==> src/rtl/rs_pkg.sv <==
package rs_pkg;
  typedef enum logic [1:0] {
    ST_IDLE = 2'd0,
    ST_CMP  = 2'd1,
    ST_FIN  = 2'd2
  } seq_state_t;
endpackage

==> src/rtl/rs_rank_table.sv <==
module rs_rank_table #(
  parameter int MAX_N = 16,
  localparam int IDX_W = (MAX_N > 1) ? $clog2(MAX_N) : 1
) (
  input  logic             clk,
  input  logic             rst_n,
  input  logic             init_en,
  input  logic             shift_en,
  input  logic [IDX_W-1:0] shift_dst,
  input  logic             wr_en,
  input  logic [IDX_W-1:0] wr_slot,
  input  logic [IDX_W-1:0] wr_val,
  input  logic [IDX_W-1:0] rd_a_slot,
  output logic [IDX_W-1:0] rd_a_val,
  input  logic [IDX_W-1:0] rd_u_slot,
  output logic [IDX_W-1:0] rd_u_val
);
  logic [IDX_W-1:0] tbl     [MAX_N];
  logic [IDX_W-1:0] tbl_nxt [MAX_N];
  logic [MAX_N-1:0] slot_en;

  for (genvar r = 0; r < MAX_N; r++) begin : g_slot
    if (r == 0) begin : g_bottom
      always_comb begin
        tbl_nxt[r] = tbl[r];
        if (init_en)
          tbl_nxt[r] = IDX_W'(r);
        else if (wr_en && wr_slot == IDX_W'(r))
          tbl_nxt[r] = wr_val;
      end
    end else begin : g_upper
      always_comb begin
        tbl_nxt[r] = tbl[r];
        if (init_en)
          tbl_nxt[r] = IDX_W'(r);
        else if (shift_en && shift_dst == IDX_W'(r))
          tbl_nxt[r] = tbl[r-1];
        else if (wr_en && wr_slot == IDX_W'(r))
          tbl_nxt[r] = wr_val;
      end
    end

    assign slot_en[r] = init_en || shift_en || wr_en;

    always_ff @(posedge clk or negedge rst_n) begin
      if (!rst_n)
        tbl[r] <= IDX_W'(r);
      else if (slot_en[r])
        tbl[r] <= tbl_nxt[r];
    end
  end

  assign rd_a_val = tbl[rd_a_slot];
  assign rd_u_val = tbl[rd_u_slot];

  // A shift and a write in the same cycle must target different slots
  assert_no_slot_clash_R2: assert property (@(posedge clk) disable iff (!rst_n)
    (shift_en && wr_en) |-> (shift_dst != wr_slot));
endmodule

==> src/rtl/rs_seq.sv <==
module rs_seq
  import rs_pkg::*;
#(
  parameter int MAX_N = 16,
  localparam int IDX_W = (MAX_N > 1) ? $clog2(MAX_N) : 1,
  localparam int CNT_W = $clog2(MAX_N + 1),
  localparam int PW    = 2 * CNT_W + 1
) (
  input  logic             clk,
  input  logic             rst_n,
  input  logic             start,
  input  logic [CNT_W-1:0] num_entries,
  input  logic             cmp_ack,
  input  logic             cmp_a_gt_b,
  output logic             cmp_req,
  output logic [IDX_W-1:0] cmp_b,
  output logic [IDX_W-1:0] probe_slot,
  output logic             init_en,
  output logic             shift_en,
  output logic [IDX_W-1:0] shift_dst,
  output logic             wr_en,
  output logic [IDX_W-1:0] wr_slot,
  output logic [IDX_W-1:0] wr_val,
  output logic             busy,
  output logic             done,
  output logic [CNT_W-1:0] n_eff
);
  seq_state_t       st, st_nxt;
  logic [IDX_W-1:0] cur, cur_nxt;
  logic [IDX_W-1:0] pos, pos_nxt;
  logic [CNT_W-1:0] n_q, n_nxt;
  logic             n_ld;
  logic             ptr_en;
  logic             last_entry;
  logic [CNT_W-1:0] n_clip;

  assign n_clip     = (num_entries > CNT_W'(MAX_N)) ? CNT_W'(MAX_N) : num_entries;
  assign last_entry = (CNT_W'(cur) + CNT_W'(1)) == n_q;

  always_comb begin
    st_nxt   = st;
    cur_nxt  = cur;
    pos_nxt  = pos;
    n_nxt    = n_q;
    n_ld     = 1'b0;
    init_en  = 1'b0;
    shift_en = 1'b0;
    wr_en    = 1'b0;
    unique case (st)
      ST_IDLE: begin
        if (start) begin
          n_ld    = 1'b1;
          n_nxt   = n_clip;
          init_en = 1'b1;
          cur_nxt = IDX_W'(1);
          pos_nxt = IDX_W'(1);
          st_nxt  = (n_clip <= CNT_W'(1)) ? ST_FIN : ST_CMP;
        end
      end
      ST_CMP: begin
        if (cmp_ack) begin
          if (cmp_a_gt_b) begin
            shift_en = 1'b1;
            if (pos == IDX_W'(1)) begin
              wr_en = 1'b1;
              if (last_entry) begin
                st_nxt = ST_FIN;
              end else begin
                cur_nxt = cur + IDX_W'(1);
                pos_nxt = cur + IDX_W'(1);
              end
            end else begin
              pos_nxt = pos - IDX_W'(1);
            end
          end else begin
            wr_en = 1'b1;
            if (last_entry) begin
              st_nxt = ST_FIN;
            end else begin
              cur_nxt = cur + IDX_W'(1);
              pos_nxt = cur + IDX_W'(1);
            end
          end
        end
      end
      ST_FIN:  st_nxt = ST_IDLE;
      default: st_nxt = ST_IDLE;
    endcase
  end

  assign ptr_en = n_ld || (st == ST_CMP && cmp_ack);

  always_ff @(posedge clk or negedge rst_n) begin
    if (!rst_n)
      st <= ST_IDLE;
    else
      st <= st_nxt;
  end

  always_ff @(posedge clk or negedge rst_n) begin
    if (!rst_n) begin
      cur <= '0;
      pos <= '0;
    end else if (ptr_en) begin
      cur <= cur_nxt;
      pos <= pos_nxt;
    end
  end

  always_ff @(posedge clk or negedge rst_n) begin
    if (!rst_n)
      n_q <= '0;
    else if (n_ld)
      n_q <= n_nxt;
  end

  assign cmp_req    = (st == ST_CMP);
  assign cmp_b      = cur;
  assign probe_slot = pos - IDX_W'(1);
  assign shift_dst  = pos;
  assign wr_slot    = cmp_a_gt_b ? '0 : pos;
  assign wr_val     = cur;
  assign busy       = (st != ST_IDLE);
  assign done       = (st == ST_FIN);
  assign n_eff      = n_q;

  // Comparison budget counter, used only by the check below
  logic [PW-1:0] cmp_used;
  always_ff @(posedge clk or negedge rst_n) begin
    if (!rst_n)
      cmp_used <= '0;
    else if (n_ld)
      cmp_used <= '0;
    else if (st == ST_CMP && cmp_ack)
      cmp_used <= cmp_used + PW'(1);
  end

  assert_cmp_budget_R5: assert property (@(posedge clk) disable iff (!rst_n)
    (st == ST_CMP) |-> ((cmp_used << 1) <= PW'(n_q) * (PW'(n_q) - PW'(1))));

  assert_done_pulse_R6: assert property (@(posedge clk) disable iff (!rst_n)
    done |=> !done);

  assert_probe_below_cur_R4: assert property (@(posedge clk) disable iff (!rst_n)
    cmp_req |-> (pos != '0 && pos <= cur));

  assert_busy_hold_R9: assert property (@(posedge clk) disable iff (!rst_n)
    (busy && start) |=> $stable(n_q));
endmodule

==> src/rtl/rs_trim.sv <==
module rs_trim #(
  parameter int MAX_N    = 16,
  parameter int MAX_TRIM = 4,
  localparam int IDX_W = (MAX_N > 1) ? $clog2(MAX_N) : 1,
  localparam int CNT_W = $clog2(MAX_N + 1)
) (
  input  logic             clk,
  input  logic             rst_n,
  input  logic             load,
  input  logic [CNT_W-1:0] trim_count,
  input  logic [CNT_W-1:0] n_eff,
  input  logic [IDX_W-1:0] rd_rank,
  output logic             rd_keep
);
  logic [CNT_W-1:0] q_q, q_clip;
  logic [CNT_W:0]   rank_ext, upper_sum;

  assign q_clip = (trim_count > CNT_W'(MAX_TRIM)) ? CNT_W'(MAX_TRIM) : trim_count;

  always_ff @(posedge clk or negedge rst_n) begin
    if (!rst_n)
      q_q <= '0;
    else if (load)
      q_q <= q_clip;
  end

  assign rank_ext  = (CNT_W+1)'(rd_rank);
  assign upper_sum = rank_ext + (CNT_W+1)'(q_q);
  assign rd_keep   = (rank_ext >= (CNT_W+1)'(q_q)) && (upper_sum < (CNT_W+1)'(n_eff));

  assert_trim_clip_R8: assert property (@(posedge clk) disable iff (!rst_n)
    q_q <= CNT_W'(MAX_TRIM));
endmodule

==> src/rtl/rank_sorter.sv <==
module rank_sorter #(
  parameter int MAX_N    = 16,
  parameter int MAX_TRIM = 4,
  localparam int IDX_W = (MAX_N > 1) ? $clog2(MAX_N) : 1,
  localparam int CNT_W = $clog2(MAX_N + 1)
) (
  input  logic             clk,
  input  logic             rst_n,
  input  logic             start,
  input  logic [CNT_W-1:0] num_entries,
  input  logic [CNT_W-1:0] trim_count,
  output logic             cmp_req,
  output logic [IDX_W-1:0] cmp_idx_a,
  output logic [IDX_W-1:0] cmp_idx_b,
  input  logic             cmp_ack,
  input  logic             cmp_a_gt_b,
  output logic             busy,
  output logic             done,
  input  logic [IDX_W-1:0] rd_rank,
  output logic [IDX_W-1:0] rd_index,
  output logic             rd_keep
);
  logic             init_en, shift_en, wr_en;
  logic [IDX_W-1:0] shift_dst, wr_slot, wr_val, probe_slot;
  logic [CNT_W-1:0] n_eff;

  rs_seq #(.MAX_N(MAX_N)) u_seq (
    .clk        (clk),
    .rst_n      (rst_n),
    .start      (start),
    .num_entries(num_entries),
    .cmp_ack    (cmp_ack),
    .cmp_a_gt_b (cmp_a_gt_b),
    .cmp_req    (cmp_req),
    .cmp_b      (cmp_idx_b),
    .probe_slot (probe_slot),
    .init_en    (init_en),
    .shift_en   (shift_en),
    .shift_dst  (shift_dst),
    .wr_en      (wr_en),
    .wr_slot    (wr_slot),
    .wr_val     (wr_val),
    .busy       (busy),
    .done       (done),
    .n_eff      (n_eff)
  );

  rs_rank_table #(.MAX_N(MAX_N)) u_table (
    .clk      (clk),
    .rst_n    (rst_n),
    .init_en  (init_en),
    .shift_en (shift_en),
    .shift_dst(shift_dst),
    .wr_en    (wr_en),
    .wr_slot  (wr_slot),
    .wr_val   (wr_val),
    .rd_a_slot(probe_slot),
    .rd_a_val (cmp_idx_a),
    .rd_u_slot(rd_rank),
    .rd_u_val (rd_index)
  );

  rs_trim #(.MAX_N(MAX_N), .MAX_TRIM(MAX_TRIM)) u_trim (
    .clk       (clk),
    .rst_n     (rst_n),
    .load      (start && !busy),
    .trim_count(trim_count),
    .n_eff     (n_eff),
    .rd_rank   (rd_rank),
    .rd_keep   (rd_keep)
  );

  assert_req_hold_R4: assert property (@(posedge clk) disable iff (!rst_n)
    (cmp_req && !cmp_ack) |=> (cmp_req && $stable(cmp_idx_a) && $stable(cmp_idx_b)));

  assert_pair_valid_R4: assert property (@(posedge clk) disable iff (!rst_n)
    cmp_req |-> (cmp_idx_a != cmp_idx_b &&
                 CNT_W'(cmp_idx_a) < n_eff && CNT_W'(cmp_idx_b) < n_eff));

  assert_idle_quiet_R1: assert property (@(posedge clk) disable iff (!rst_n)
    !busy |-> (!cmp_req && !done));
endmodule

==> config.mk <==
export PLATFORM = sky130hd
export DESIGN_NAME = rank_sorter
export DESIGN_NICKNAME = d
export VERILOG_FILES = /design/src/rtl/rs_pkg.sv /design/src/rtl/rs_rank_table.sv /design/src/rtl/rs_seq.sv /design/src/rtl/rs_trim.sv /design/src/rtl/rank_sorter.sv
export SDC_FILE = /design/constraint.sdc
export NUM_CORES = 1
export LEC_CHECK = 0
export ABC_AREA = 1
export BUFFER_PORTS_ARGS = -buffer_cell sky130_fd_sc_hd__buf_2
export CELL_PAD_IN_SITES_DETAIL_PLACEMENT = 1
export CELL_PAD_IN_SITES_GLOBAL_PLACEMENT = 2
export CORE_MARGIN = 10
export CORE_UTILIZATION = 26
export DETAILED_ROUTE_END_ITERATION = 8
export GPL_TIMING_DRIVEN = 0
export HOLD_SLACK_MARGIN = 0.08
export PLACE_DENSITY = 0.61
export SKIP_LAST_GASP = 1
export SLEW_MARGIN = 20
export SYNTH_ARGS = -nofsm -noshare
export SYNTH_HDL_FRONTEND = slang
export SYNTH_SLANG_ARGS = --single-unit
==> constraint.sdc <==
create_clock -name clk -period 2.7 [get_ports clk]
set_input_delay 0.405 -clock clk [delete_from_list [all_inputs] [get_ports clk]]
set_output_delay 0.405 -clock clk [all_outputs]
set_load 0.01 [all_outputs]
Word-level counts from Yosys, hierarchy flattened
Cells that the tools add are included.
{"block": "word_totals", "regBits": 84, "input_bits": 19, "out_inout_bits": 16, "elab_cells": 231}
{"block": "op_classes", "add_sub_neg": 4, "n_lt_le_gt_ge": 7, "n_eq_ne": 36, "mux": 83, "bitwise_logic": 2, "n_reduce_logical": 78}
{"operator": "$mux W4", "count": 61}
{"operator": "$eq A4 B4 Y1 const B", "count": 16}
{"operator": "$reduce_bool A3 Y1", "count": 15}
{"operator": "$logic_and A1 B1 Y1", "count": 34}
{"operator": "$bmux W4 S4", "count": 2}
{"operator": "$eq A4 B3 Y1 const B", "count": 8}
{"operator": "$reduce_and A2 Y1", "count": 16}
{"operator": "$eq A4 B2 Y1 const B", "count": 4}
{"operator": "$pmux W4 S2", "count": 2}
{"operator": "$mux W2", "count": 6}
{"operator": "$ge A5 B5 Y1 const B", "count": 2}
{"operator": "$mux W5", "count": 2}
{"operator": "$not A4 Y5", "count": 2}
{"operator": "$mux W1", "count": 9}
{"operator": "$eq A4 B1 Y1 const B", "count": 2}
{"operator": "$add A4 B5 Y6", "count": 1}
{"operator": "$lt A6 B5 Y1", "count": 1}
{"operator": "$reduce_and A3 Y1", "count": 2}
{"operator": "$reduce_bool A2 Y1", "count": 3}
{"operator": "$add A4 B1 Y5 const B", "count": 1}
{"operator": "$eq A5 B5 Y1", "count": 1}
{"operator": "$ge A4 B5 Y1", "count": 1}
{"operator": "$gt A5 B3 Y1 const B", "count": 1}
{"operator": "$gt A5 B5 Y1 const B", "count": 1}
{"operator": "other kinds (15)", "count": 17}

Logic depth before layout (Yosys ltp)
Gate-level depths: netlist (run 1).
{"block": "depth", "word_depth": 9, "ltp_mapped": 13, "mapped_depth_nobuf": 13}

Cells and area by module
Synthesis (run 1) repeated with hierarchy kept, for this count alone.
{"block": "unflattened", "cells_unflattened": 1125, "area_unflattened_um2": 6901.6}
{"module": "rs_rank_table", "instances": 1, "cells_per_inst": 894, "area_each_um2": 5260.0, "seq_area_each_um2": 1641.6}
{"module": "rs_seq", "instances": 1, "cells_per_inst": 159, "area_each_um2": 1101.1, "seq_area_each_um2": 375.4}
{"module": "rs_trim", "instances": 1, "cells_per_inst": 70, "area_each_um2": 530.5, "seq_area_each_um2": 125.1}
{"module": "rank_sorter", "instances": 1, "cells_per_inst": 2, "area_each_um2": 10.0, "seq_area_each_um2": 0.0}

Worst setup path before layout (run 1)
OpenSTA, ideal clock, no wires.
{"block": "synth_timing", "path_kind": "register to output", "startpoint": "reg u_seq.pos[0] (netlist: u_seq.shift_dst[0])", "endpoint": "out cmp_idx_a[2]", "arrival_time_ns": 2.241, "t_required_ns": 2.295, "setup_slack_ns": 0.054, "path_stages_with_launch": 14, "path_buffers": 5, "cell_sequence": "dfrtp_1 > buf_4 > inv_2 > buf_2 > clkbuf_1 > ha_1 > buf_2 > clkinv_1 > clkbuf_1 > a21oi_1 > o21ai_0 > nand3_1 > nand3_1 > nand2_1"}
{"block": "synth_via", "elab_chain_cells": 5}
{"element": "start, declared", "line_no": "rs_seq.sv:30", "rtl": "logic [IDX_W-1:0] pos, pos_nxt;"}
{"element": "start signal, assigned", "line_no": "rs_seq.sv:106", "rtl": "pos <= pos_nxt;"}
{"element": "$sub A4 B1 Y4", "line_no": "rs_seq.sv:119", "rtl": "assign probe_slot = pos - IDX_W'(1);"}
{"element": "$not A4 Y5 (not written as such)", "line_no": "rs_rank_table.sv:53", "rtl": "assign rd_a_val = tbl[rd_a_slot];"}
{"element": "$bmux W4 S4", "line_no": "rs_rank_table.sv:53"}
{"element": "$mux W4 (not written as such) (2 in series)", "line_no": "rs_rank_table.sv:53"}
{"element": "end, declared", "line_no": "rank_sorter.sv:13", "rtl": "output logic [IDX_W-1:0] cmp_idx_a,"}
Every way passes these cells. The select of a mux whose other input is x is not followed.

Worst setup path in the final report (run 1)
{"block": "layout_timing", "startpoint": "reg u_trim.q_q[0]", "endpoint": "out rd_keep"}
{"block": "layout_via", "elab_chain_cells": 3, "elab_cells_between_ends": 4, "cone_classes": "add/sub (1); order compare (2); reduce/logical (1)"}
{"element": "start, declared", "line_no": "rs_trim.sv:15", "rtl": "logic [CNT_W-1:0] q_q, q_clip;"}
{"element": "start signal, assigned", "line_no": "rs_trim.sv:24", "rtl": "q_q <= q_clip;"}
{"element": "$add A4 B5 Y6", "line_no": "rs_trim.sv:28", "rtl": "assign upper_sum = rank_ext + (CNT_W+1)'(q_q);"}
{"element": "$lt A6 B5 Y1", "line_no": "rs_trim.sv:29", "rtl": "assign rd_keep = (rank_ext >= (CNT_W+1)'(q_q)) && (upper_sum < (CNT_W+1)'(n_eff));"}
{"element": "$logic_and A1 B1 Y1 (*)", "line_no": "rs_trim.sv:29"}
{"element": "end, declared", "line_no": "rank_sorter.sv:21", "rtl": "output logic rd_keep"}
Every way passes the cells marked *; elsewhere a longest branch is shown, timed or not.

==> results of run 1 <==
==> layout make-up <==
type	instances	share of cell area
Tap cell	319	0.05326
Inverter	106	0.05677
Sequential cell	84	0.2860
Buffer	35	0.02922
Multi-Input combinational cell	644	0.4810
Clock inverter	5	0.01135
Timing Repair Buffer	54	0.05126
Clock buffer	11	0.03106
==> final timing paths <==
kind | start | end | slack (ns)
max in group asynchronous | rst_n | u_table.tbl[6] | 1.54
max reg2reg | u_seq.cmp_b[1] | u_table.tbl[29] | 0.45
min | num_entries[0] | u_seq.n_eff[0] | 0.27
min in group asynchronous | rst_n | u_seq.st[1] | 0.50
max | u_trim.q_q[0] | rd_keep | -0.03
min reg2reg | u_table.tbl[1] | u_table.tbl[1] | 0.52
==> synthesized netlist by cell type (5+ instances only) <==
master and instances:
sky130_fd_sc_hd__nand3_2 19, sky130_fd_sc_hd__o21ai_1 40, sky130_fd_sc_hd__dfstp_2 32, sky130_fd_sc_hd__buf_1 5, sky130_fd_sc_hd__nor2_1 48, sky130_fd_sc_hd__o211ai_1 5, sky130_fd_sc_hd__nor2_4 5, sky130_fd_sc_hd__nand4_1 7
sky130_fd_sc_hd__buf_2 8, sky130_fd_sc_hd__inv_1 87, sky130_fd_sc_hd__dfrtp_1 52, sky130_fd_sc_hd__o21ai_0 154, sky130_fd_sc_hd__ha_1 18, sky130_fd_sc_hd__nand2_1 126, sky130_fd_sc_hd__o22ai_1 6, sky130_fd_sc_hd__a21oi_1 89
sky130_fd_sc_hd__nand2_2 10, sky130_fd_sc_hd__nand3_1 88, sky130_fd_sc_hd__inv_2 15, sky130_fd_sc_hd__clkbuf_1 19
==> per-layer routing <==
| layer | global-route usage | up-vias | routed length (um) |
|---|---|---|---|
| li1 | - | 3088 | - |
| met1 | 0.2624 | 3176 | 14200 |
| met2 | 0.3050 | 133 | 13080 |
| met3 | 0.02925 | 22 | 1153 |
| met4 | 0.03990 | 0 | 403 |
| met5 | 0 | - | 0 |
==> timing repair <==
| item | in CTS | in global routing |
|---|---|---|
| gates cloned | 1 | 0 |
| setup endpoints to repair | 25 | 6 |
| resized for setup | 45 | 37 |
| setup buffers | 15 | 2 |
| pin swaps | 15 | 24 |
| hold buffers | 1 | 0 |
| hold endpoints to repair | 22 | 0 |
==> critical path: cells and delay by family (launching register included) <==
family	cells	cell delay, ns
buffers and inverters	1	0.14
DFF	1	0.39
adders and majority gates	3	0.93
AOI/OAI and AO/OA	4	0.51
==> sequential cells by signal, indices dropped and copies added (netlist names) <==
name,flops
u_table.tbl,64
u_seq.n_eff,5
u_trim.q_q,5
u_seq.cmp_b,4
u_seq.shift_dst,4
u_seq.st,2
==> stage by stage <==
step	TNS (ns)	utilization
finish	-0.02913	0.3202
global route	-0.2967	0.3202
CTS	-0.07529	0.3159
detailed placement	-6.424	0.2898
global placement	-6.656	0.2884
floorplan	0	-
==> cells by family (layout without fill, tap and decap cells) <==
logic type,after synthesis,count (layout),share of synthesized area
compound gates,302,302,0.2513
xor+xnor,6,6,0.01154
fa+ha+maj,19,19,0.03968
buf+inv,143,211,0.09172
flops,84,84,0.3466
simple gates,317,317,0.2592
==> placed cells by master (no fill, tap or decap), drive strengths merged, types with 7 or more instances in the layout <==
master,n
o21ai,194
dfstp,32
a21oi,89
nand2,138
ha,18
dfrtp,52
nand4,7
inv,103
nor2,58
nand3,107
clkbuf,31
buf,68
==> power by group through the flow <==
| stage | clock (uW) | combinational (uW) | sequential (uW) |
|---|---|---|---|
| after detailed placement | 0 | 4640 | 2350 |
| final | 1430 | 5570 | 2330 |
| after global placement | 0 | 4620 | 2350 |
| after CTS | 1460 | 5260 | 2330 |
| after floorplan | 0 | 2970 | 2170 |
| after global routing | 1500 | 6170 | 2400 |
==> summary.txt, run 1 <==
Status
  – Run status: finished with violations
  – Violations in the final reports: setup timing

Yosys
  – Number of distinct standard cells referenced by the synthesized netlist: 42
  – Count of flip-flops with a built-in enable after synthesis: 0
  – Async S/R FF share, synth: 1.000
  – Post-synthesis sequential element count: 84
  – Portion of synthesized cell area occupied by the leading cell type: 0.2106
  – Syn Std Cell Area: 6180 um2
  – Mean instance size in the synthesized netlist: 7.095 um2
  – Mapped Nets: 909
  – Warnings, synthesis: 0
  – Yosys top cell by area: sky130_fd_sc_hd__dfrtp_1
  – Ys flop type: sky130_fd_sc_hd__dfrtp_1
  – Sequential cell area fraction in the yosys report: 0.3466
  – Post-synthesis cell count: 871
  – Top cells by area, synth: sky130_fd_sc_hd__dfrtp_1 (21%), sky130_fd_sc_hd__dfstp_2 (14%), sky130_fd_sc_hd__o21ai_0 (12%)

Die
  – Die extent in y: 174.2 um
  – Total die area: 30340 um2
  – Initial core utilization: 0.2641
  – Number of top-level design ports: 35
  – Number of standard-cell rows in the floorplan: 56
  – Core region area: 23400 um2
  – Width of the die: 174.2 um

Placement
  – Cell area after placement: 6783 um2
  – Post-placement cell count: 1225
  – # port buffers: 34
  – Dpl hpwl: 21250 um
  – Worst slack at placement: -1.189 ns
  – Global placement routability congestion: 0.8600

CTS
  – Clock network latency to the later pin of the worst-skew pair: 0.36 ns
  – CTS Root Cell: sky130_fd_sc_hd__clkbuf_16
  – Count of clock tree sinks: 84
  – Number of buffers inserted during clock tree synthesis: 9
  – Clock-pin slew on the worst setup and hold paths: 0.07 ns
  – CTS max path bufs: 2
  – Depth of the CTS H-tree: 3
  – TritonCTS clock tree: done

Routing
  – Vias: 6419
  – Total routed wirelength: 28840 um
  – Number of iterations in the first detailed-routing pass: 5
  – DRC marker count from the first detailed-route iteration: 473
  – Antenna Nets Post-Route: 0
  – Vias per inst: 5.103
  – Number of remaining DRC errors: 0
  – Routed WL per cell: 22.93 um

Flow run
  – Count of max-cap constraint violations: 0

Worst setup path
  – Critical Path Sink Type: output port
  – CP required: 2.30 ns
  – Sequence of cells on the critical path: ha_2 > fa_2 > ha_1 > a21oi_1 > o21bai_1 > a21o_1 > a21oi_2 > buf_2
  – Largest stage delay, worst path: 0.52 ns
  – Worst Path Max Fanout: 2
  – Length in cells of the worst reg-to-reg path: 5
  – Critical path start-end classification: flip-flop to output port
  – Crit-path slowest cell: sky130_fd_sc_hd__fa_2
  – Launching element type of the critical path: flip-flop
  – Crit path DAT: 2.32 ns

Finish
  – Area grow syn2layout: 21.26%
  – Number of nets in the layout: 972
  – Cell area after layout: 7493 um2
  – Fraction of final layout cells sized beyond drive strength 1: 0.2258
  – Area occupied by multi-input gates: 3605 um2
  – Sequential cell area: 2143 um2
  – Total of fill cells in the finished design: 2934
  – # diodes: 0
  – Cell Count, Final, Fillers Out: 1258

Global routing
  – Tot GR Track Use: 0.1898
  – Pin count of the biggest net entering global routing: 53
  – Via count of the first global-routing pass: 6656
  – Global-route wire length before repair: 43580 um
  – Residual overflow from global routing: 0
  – Initial antenna violation count: 1

Pwr
  – Switching share of total power: 0.4938
  – Cell-internal power: 4720 uW
  – Sequential share of power: 0.250
  – Leakage component of the power: 0.003314 uW
  – Total power per unit cell area: 1244 nW/um2
  – Max VDD drop: 363.1 uV
  – Comb pwr share: 0.597
  – Power spent charging and discharging nets: 4604 uW
  – Clock power frac: 0.153
  – Total Power Consumption: 9324 uW

Timing
  – Fin crit period: 2.729 ns
  – RSZ-0062 raised after global routing: true
  – Post-route fraction of the period consumed by the critical path: 1.011
  – Transition time at the pin with the least slew margin: 1.054 ns
  – Final Max Slew Viols: 0
  – Final hold violation count: 0
  – Maximum frequency from static timing analysis: 0.3664 GHz
  – Final setup slack of the worst path: -0.02913 ns
  – Slew headroom: 0.2971
  – Count of final setup violators: 1
  – Final worst clock skew: 0.008927 ns
  – Worst slack on hold paths: 0.2653 ns

Worst hold path
  – Tightest Hold Check Type: input pin to flip-flop
  – Hold Path Cell Cnt: 2
(Power assumes the default switching activity.)
==> run 2, diff against run 1 <==
--- a/config.mk
+++ b/config.mk
@@ -15,6 +15,7 @@
 export GPL_TIMING_DRIVEN = 0
 export HOLD_SLACK_MARGIN = 0.08
 export PLACE_DENSITY = 0.61
+export RECOVER_POWER = 25
 export SKIP_LAST_GASP = 1
 export SLEW_MARGIN = 20
 export SYNTH_ARGS = -nofsm -noshare
==> run 2 against run 1 <==
Hold slack got worse by 0.00092 ns; sequential share of layout area about the same; fmax about the same; flip-flop and latch count unchanged; the flow finishes with violations (capacitance limit, slew limit, setup timing); clock power about the same; global-route usage unchanged; combinational power about the same; die area unchanged; sequential power about the same; critical path depth unchanged.
==> summary.txt, run 2 (synthesized netlist as in run 1, its figures left out) <==
Timing
  – Maximum frequency from static timing analysis: 0.3663 GHz (about the same)
  – Post-route fraction of the period consumed by the critical path: 1.011 (about the same)
  – Total negative slack for setup checks: -0.03000 ns (-0.0008682 ns)
  – Transition time at the pin with the least slew margin: 2.123 ns (+1.069 ns)
  – Final hold violation count: 0 (unchanged)
  – Fin crit period: 2.730 ns (+0.0008682 ns)
  – Count of final setup violators: 1 (unchanged)
  – RSZ-0062 raised after global routing: true
  – Slew headroom: -0.4153 (-0.7124)
  – Final setup slack of the worst path: -0.03000 ns (-0.0008682 ns)
  – Final Max Slew Viols: 33 (+33)
  – Final worst clock skew: 0.009000 ns (+0.00007281 ns)

Routing
  – DRC marker count from the first detailed-route iteration: 473 (unchanged)
  – Antenna Nets Post-Route: 0 (unchanged)
  – Number of remaining DRC errors: 0 (unchanged)
  – Total routed wirelength: 28860 um (about the same)
  – Routed WL per cell: 22.94 um (about the same)
  – Vias: 6424 (+0.078%)
  – Number of iterations in the first detailed-routing pass: 5 (unchanged)
  – Vias per inst: 5.107 (about the same)

CTS
  – CTS max path bufs: 2 (unchanged)
  – CTS Root Cell: sky130_fd_sc_hd__clkbuf_16
  – TritonCTS clock tree: done
  – Clock-pin slew on the worst setup and hold paths: 0.07 ns (about the same)
  – Number of buffers inserted during clock tree synthesis: 9 (unchanged)
  – Count of clock tree sinks: 84 (unchanged)
  – Clock network latency to the later pin of the worst-skew pair: 0.36 ns (about the same)
  – Depth of the CTS H-tree: 3 (unchanged)

Placement
  – Global placement routability congestion: 0.8600 (unchanged)
  – Post-placement cell count: 1225 (unchanged)
  – Worst slack at placement: -1.189 ns (unchanged)
  – Dpl hpwl: 21250 um (unchanged)
  – # port buffers: 34 (unchanged)

Die
  – Die extent in y: 174.2 um (unchanged)
  – Initial core utilization: 0.2641 (unchanged)
  – Core region area: 23400 um2 (unchanged)
  – Number of top-level design ports: 35 (unchanged)
  – Number of standard-cell rows in the floorplan: 56 (unchanged)
  – Width of the die: 174.2 um (unchanged)
  – Total die area: 30340 um2 (unchanged)

Worst setup path
  – Cell family contributing the most delay on the critical path: adder cells
  – Largest stage delay, worst path: 0.52 ns (about the same)
  – Crit path buf inv count: 1 (unchanged)
  – Crit-path slowest cell: sky130_fd_sc_hd__fa_2
  – CP required: 2.30 ns (about the same)
  – Number of logic stages on the critical path including buffering: 8 (unchanged)
  – Sequence of cells on the critical path: ha_2 > fa_2 > ha_1 > a21oi_1 > o21bai_1 > a21o_1 > a21oi_2 > buf_2
  – Critical path start-end classification: flip-flop to output port
  – Length in cells of the worst reg-to-reg path: 5 (unchanged)
  – Worst Path Max Fanout: 2 (unchanged)
  – Critical Path Sink Type: output port
  – Crit path DAT: 2.32 ns (about the same)
  – Launching element type of the critical path: flip-flop

Pwr
  – Max VDD drop: 363.1 uV (about the same)
  – Total Power Consumption: 9325 uW (about the same)
  – Leakage component of the power: 0.003309 uW (-0.15%)
  – Total power per unit cell area: 1246 nW/um2 (+0.11%)

Global routing
  – Residual overflow from global routing: 0 (unchanged)
  – Global-route wire length before repair: 43580 um (unchanged)
  – Via count of the first global-routing pass: 6656 (unchanged)
  – Tot GR Track Use: 0.1898 (unchanged)
  – Initial antenna violation count: 1 (unchanged)
  – Pin count of the biggest net entering global routing: 53 (unchanged)

Finish
  – Area grow syn2layout: 21.14%
  – Number of flip-flops in the largest register: 64 (unchanged)
  – Most common cell after layout, fill and taps aside: sky130_fd_sc_hd__o21ai_0
  – Cell Count, Final, Fillers Out: 1258 (unchanged)
  – Reg with most FFs: u_table.tbl
  – # diodes: 0 (unchanged)
  – Fraction of final layout cells sized beyond drive strength 1: 0.2247 (-0.001065)
  – Total of fill cells in the finished design: 2934 (unchanged)
  – Number of nets in the layout: 972 (unchanged)
  – Leading cell types in the layout, fill and taps excluded: sky130_fd_sc_hd__o21ai_0 (141), sky130_fd_sc_hd__nand2_1 (121), sky130_fd_sc_hd__inv_1 (85)

Status
  – Violations in the final reports: capacitance limit, slew limit, setup timing
  – Run status: finished with violations

Flow run
  – Count of max-cap constraint violations: 1 (+1)

Worst hold path
  – Tightest Hold Check Type: input pin to flip-flop
  – Hold Path Cell Cnt: 2 (unchanged)
run 2: cell types whose count changed in the layout (fill, tap and decap cells not counted), sizes merged:
cell | previous run | this run
buf | 68 | 67
clkbuf | 31 | 32
run 2: power breakdown:
group | total (uW) | internal (uW) | switching (uW)
clock network | 1430 | 819 | 608
registers | 2330 | 1910 | 426
logic | 5570 | 1990 | 3570
run 2: cell type report:
type	count	area, um2	share of cell area
multi-input combinational	644	3605	0.4815
sequential	84	2143	0.2863
inverter	106	425.4	0.05683
tap	319	399.1	0.05332
timing repair buffer	54	376.6	0.05031
clock buffer	11	232.7	0.03109
buffer	35	219.0	0.02925
clock inverter	5	85.08	0.01137
run 2: final timing paths:
path / start / end / slack (ns)
min in group asynchronous: rst_n / u_seq.st[1] / 1.19
worst max-delay path: u_trim.q_q[0] / rd_keep / -0.03
worst max register to register: u_seq.cmp_b[1] / u_table.tbl[29] / 0.45
worst min-delay path: num_entries[0] / u_seq.n_eff[0] / 0.26
worst min register to register: u_table.tbl[1] / u_table.tbl[1] / 0.52
max in group asynchronous: rst_n / u_table.tbl[18] / 0.28
run 2: layer usage:
metal	vias to the layer above	wire, um	global-route usage
met1	3178	14190	0.2624
met5	-	0	0
met2	137	13090	0.3050
met3	21	1173	0.02925
met4	0	405	0.03990
li1	3088	-	-
run 2: through the flow:
| stage | hold slack, ns | instance area, um2 | utilization |
|---|---|---|---|
| finish | 0.2644 | 7486 | 0.3199 |
| global route | 0.2613 | 7486 | 0.3199 |
| CTS | 0.2556 | 7392 | 0.3159 |
| detailed placement | 0.3283 | 6783 | 0.2898 |
| global placement | 0.5021 | 6749 | 0.2884 |
| floorplan | 0.1094 | 6180 | - |
run 2: timing repair:
item | CTS | global route
hold endpoints to repair | 22 | 0
pin swaps | 15 | 24
gates resized for setup | 45 | 37
cloned | 1 | 0
hold buffers | 1 | 0
setup buffers | 15 | 2
endpoints found under the setup margin | 25 | 6
==> run 3, diff against run 2 <==
--- a/config.mk
+++ b/config.mk
@@ -6,6 +6,7 @@
 export NUM_CORES = 1
 export LEC_CHECK = 0
 export ABC_AREA = 1
+export ABC_CLOCK_PERIOD_IN_PS = 3400
 export BUFFER_PORTS_ARGS = -buffer_cell sky130_fd_sc_hd__buf_2
 export CELL_PAD_IN_SITES_DETAIL_PLACEMENT = 1
 export CELL_PAD_IN_SITES_GLOBAL_PLACEMENT = 2
@@ -14,7 +15,7 @@
 export DETAILED_ROUTE_END_ITERATION = 8
 export GPL_TIMING_DRIVEN = 0
 export HOLD_SLACK_MARGIN = 0.08
-export PLACE_DENSITY = 0.61
+export PLACE_DENSITY = 0.59
 export RECOVER_POWER = 25
 export SKIP_LAST_GASP = 1
 export SLEW_MARGIN = 20
==> constraint.sdc (replaced) <==
create_clock -name clk -period 3.4 [get_ports clk]
set_input_delay 0.51 -clock clk [delete_from_list [all_inputs] [get_ports clk]]
set_output_delay 0.51 -clock clk [all_outputs]
set_load 0.01 [all_outputs]
==> run 3 against run 2 <==
The run ends with capacitance limit, slew limit left; first-iteration DRC count shrank 12%; non-clock buffer count down 16; die area did not move; combinational power down 31%; final cell count down 1.3%; via count increased by 1.7%; sequential power shrank 21%; register-to-register slack better by 0.58 ns; global-route usage grew 0.11 points; sequential share of layout area rose by 1.4 points; final area down 4.7%; critical path depth rose by 5; critical path type unchanged; largest cell class unchanged; highest routed layer unchanged.
==> summary.txt, run 3 (synthesized netlist as in run 1, its figures left out) <==
Routing
  – Metal2 WL: 13630 um (+4.2%)
  – Top routing layer in use: met4
  – Antenna Nets Post-Route: 0 (unchanged)
  – Vias: 6535 (+1.7%)
  – Number of remaining DRC errors: 0 (unchanged)
  – Vias per inst: 5.262 (+3.0%)
  – Number of iterations in the first detailed-routing pass: 5 (unchanged)
  – Routed WL per cell: 23.46 um (+2.3%)
  – Routed length on met3: 1572 um (+34%)
  – Routed met1 length: 13160 um (-7.3%)
  – DRC marker count from the first detailed-route iteration: 416 (-12%)
  – Total routed wirelength: 29130 um (+0.96%)

Timing
  – Slew headroom: -0.6121 (-0.1968)
  – Count of final setup violators: 0 (-1)
  – Final worst clock skew: 0.006854 ns (-0.002146 ns)
  – Maximum frequency from static timing analysis: 0.3076 GHz
  – Fin crit period: 3.251 ns
  – Transition time at the pin with the least slew margin: 2.418 ns (+0.2951 ns)
  – Final hold violation count: 0 (unchanged)
  – RSZ-0062 raised after global routing: false
  – Post-route fraction of the period consumed by the critical path: 0.9561
  – Final Max Slew Viols: 39 (+18%)

Finish
  – Fraction of final layout cells sized beyond drive strength 1: 0.1723 (-0.05244)
  – Most common cell after layout, fill and taps aside: sky130_fd_sc_hd__o21ai_0
  – Cell area after layout: 7132 um2 (-4.7%)
  – Total of fill cells in the finished design: 2904 (-1.0%)
  – Number of flip-flops in the largest register: 64 (unchanged)
  – # diodes: 0 (unchanged)
  – Area grow syn2layout: 15.41%
  – Sequential cell area: 2142 um2 (about the same)
  – Area occupied by multi-input gates: 3471 um2 (-3.7%)
  – Reg with most FFs: u_table.tbl
  – Number of nets in the layout: 956 (-1.6%)
  – Leading cell types in the layout, fill and taps excluded: sky130_fd_sc_hd__o21ai_0 (154), sky130_fd_sc_hd__nand2_1 (126), sky130_fd_sc_hd__a21oi_1 (89)
  – Cell Count, Final, Fillers Out: 1242 (-1.3%)

Placement
  – Dpl hpwl: 21790 um (+2.5%)
  – # port buffers: 34 (unchanged)
  – Post-placement cell count: 1225 (unchanged)
  – Global placement routability congestion: 0.9476 (+10%)
  – Cell area after placement: 6783 um2 (unchanged)

Worst setup path
  – Worst Path Max Fanout: 12 (+10)
  – CP required: 2.89 ns (+0.59 ns)
  – Launching element type of the critical path: flip-flop
  – Register-to-Register Setup Slack: 1.03 ns (+0.58 ns)
  – Crit path DAT: 2.74 ns (+0.42 ns)
  – Critical Path Sink Type: output port
  – Critical path start-end classification: flip-flop to output port

Die
  – Total die area: 30340 um2 (unchanged)
  – Number of top-level design ports: 35 (unchanged)
  – Core region area: 23400 um2 (unchanged)
  – Initial core utilization: 0.2641 (unchanged)
  – Width of the die: 174.2 um (unchanged)
  – Die extent in y: 174.2 um (unchanged)
  – Number of standard-cell rows in the floorplan: 56 (unchanged)

Status
  – Violations in the final reports: capacitance limit, slew limit
  – Run status: finished with violations

Pwr
  – Cell-internal power: 3280 uW (-30%)
  – Comb pwr share: 0.570 (-0.027)
  – Clock power frac: 0.157 (+0.004)
  – Total power per unit cell area: 942.3 nW/um2 (-24%)
  – Sequential share of power: 0.272 (+0.022)
  – Total Power Consumption: 6720 uW (-28%)
  – Power spent charging and discharging nets: 3440 uW (-25%)
  – Switching share of total power: 0.5118 (+0.01790)
  – Leakage component of the power: 0.003170 uW (-4.2%)
  – Max VDD drop: 309.3 uV (-15%)

Global routing
  – Global-route wire length before repair: 43730 um (+0.33%)
  – Tot GR Track Use: 0.1909 (+0.001146)
  – Pin count of the biggest net entering global routing: 47 (-11%)
  – Via count of the first global-routing pass: 6921 (+4.0%)
  – Residual overflow from global routing: 0 (unchanged)
  – Initial antenna violation count: 0 (-1)

CTS
  – Count of clock tree sinks: 84 (unchanged)
  – CTS Root Cell: sky130_fd_sc_hd__clkbuf_16
  – CTS max path bufs: 2 (unchanged)
  – Depth of the CTS H-tree: 3 (unchanged)
  – Number of buffers inserted during clock tree synthesis: 9 (unchanged)
  – Clock-pin slew on the worst setup and hold paths: 0.06 ns (about the same)
  – TritonCTS clock tree: done
  – Clock network latency to the later pin of the worst-skew pair: 0.36 ns (about the same)

Worst hold path
  – Tightest Hold Check Type: input pin to flip-flop

Flow run
  – Count of max-cap constraint violations: 1 (unchanged)
[run 3: cell count changes in the layout (fill, tap and decap cells not counted), moves of 11 or more]
cell,delta
sky130_fd_sc_hd__buf_4,-15
sky130_fd_sc_hd__o21ai_0,+13
sky130_fd_sc_hd__a21oi_1,+12
sky130_fd_sc_hd__a21oi_2,-12
sky130_fd_sc_hd__o21ai_1,-11
[run 3: worst max-delay path, cell delays in order (launching register included)]
cell	delay, ns
sky130_fd_sc_hd__dfrtp_1	0.39
sky130_fd_sc_hd__buf_6	0.18
sky130_fd_sc_hd__inv_4	0.09
sky130_fd_sc_hd__clkbuf_8	0.20
sky130_fd_sc_hd__ha_1	0.31
sky130_fd_sc_hd__buf_6	0.15
sky130_fd_sc_hd__clkinv_4	0.10
sky130_fd_sc_hd__clkbuf_8	0.20
sky130_fd_sc_hd__a21oi_1	0.13
sky130_fd_sc_hd__o21ai_0	0.14
sky130_fd_sc_hd__nand3_1	0.13
sky130_fd_sc_hd__nand3_1	0.13
sky130_fd_sc_hd__nand2_1	0.09
sky130_fd_sc_hd__buf_2	0.13
[run 3: metal layers]
layer | vias to the layer above | global-route usage
met2 | 188 | 0.3161
li1 | 3057 | -
met3 | 40 | 0.03619
met4 | 0 | 0.06733
met5 | - | 0
met1 | 3250 | 0.2426
[run 3: area by class of cell]
cell class	instances	share of cell area
clock inverter	5	0.008596
clock buffer	11	0.03404
timing repair buffer	37	0.03000
multi-input combinational	644	0.4867
tap	319	0.05596
buffer	36	0.02737
sequential	84	0.3004
inverter	106	0.05702
[run 3: power groups by stage]
stage	clock (uW)	sequential, uW	combinational [uW]
after floorplan	0	1720	2360
after global placement	0	1830	3680
after detailed placement	0	1840	3750
after CTS	1090	1830	3830
after global routing	1130	1880	4270
final	1060	1830	3830
[run 3: what timing repair did]
action	4_1_cts	5_1_grt
gates resized for setup	12	3
setup endpoints to repair	4	4
hold buffers	1	0
buffers inserted	0	1
endpoints found under the hold margin	4	0
cloned	0	0
[run 3: through the flow]
stage	util	setup TNS [ns]	hold slack, ns	setup slack (ns)
floorplan	-	0	0.2144	0.6487
detailed placement	0.2898	-2.517	0.4564	-0.6814
global placement	0.2884	-2.301	0.5038	-0.6086
global route	0.3047	0	0.3894	0.02664
finish	0.3047	0	0.3817	0.1494
CTS	0.3044	0	0.3754	0.06534
[run 3: worst paths after layout]
path,start,to,depth (start not counted)
setup reg to reg,u_seq.cmp_b[1],u_table.tbl[45],5
min in group asynchronous,rst_n,u_table.tbl[54],2
max in group asynchronous,rst_n,u_table.tbl[44],2
hold reg to reg,u_table.tbl[14],u_table.tbl[14],2
setup / recovery,u_seq.shift_dst[0],cmp_idx_a[3],13
hold / removal,num_entries[0],u_seq.n_eff[0],2
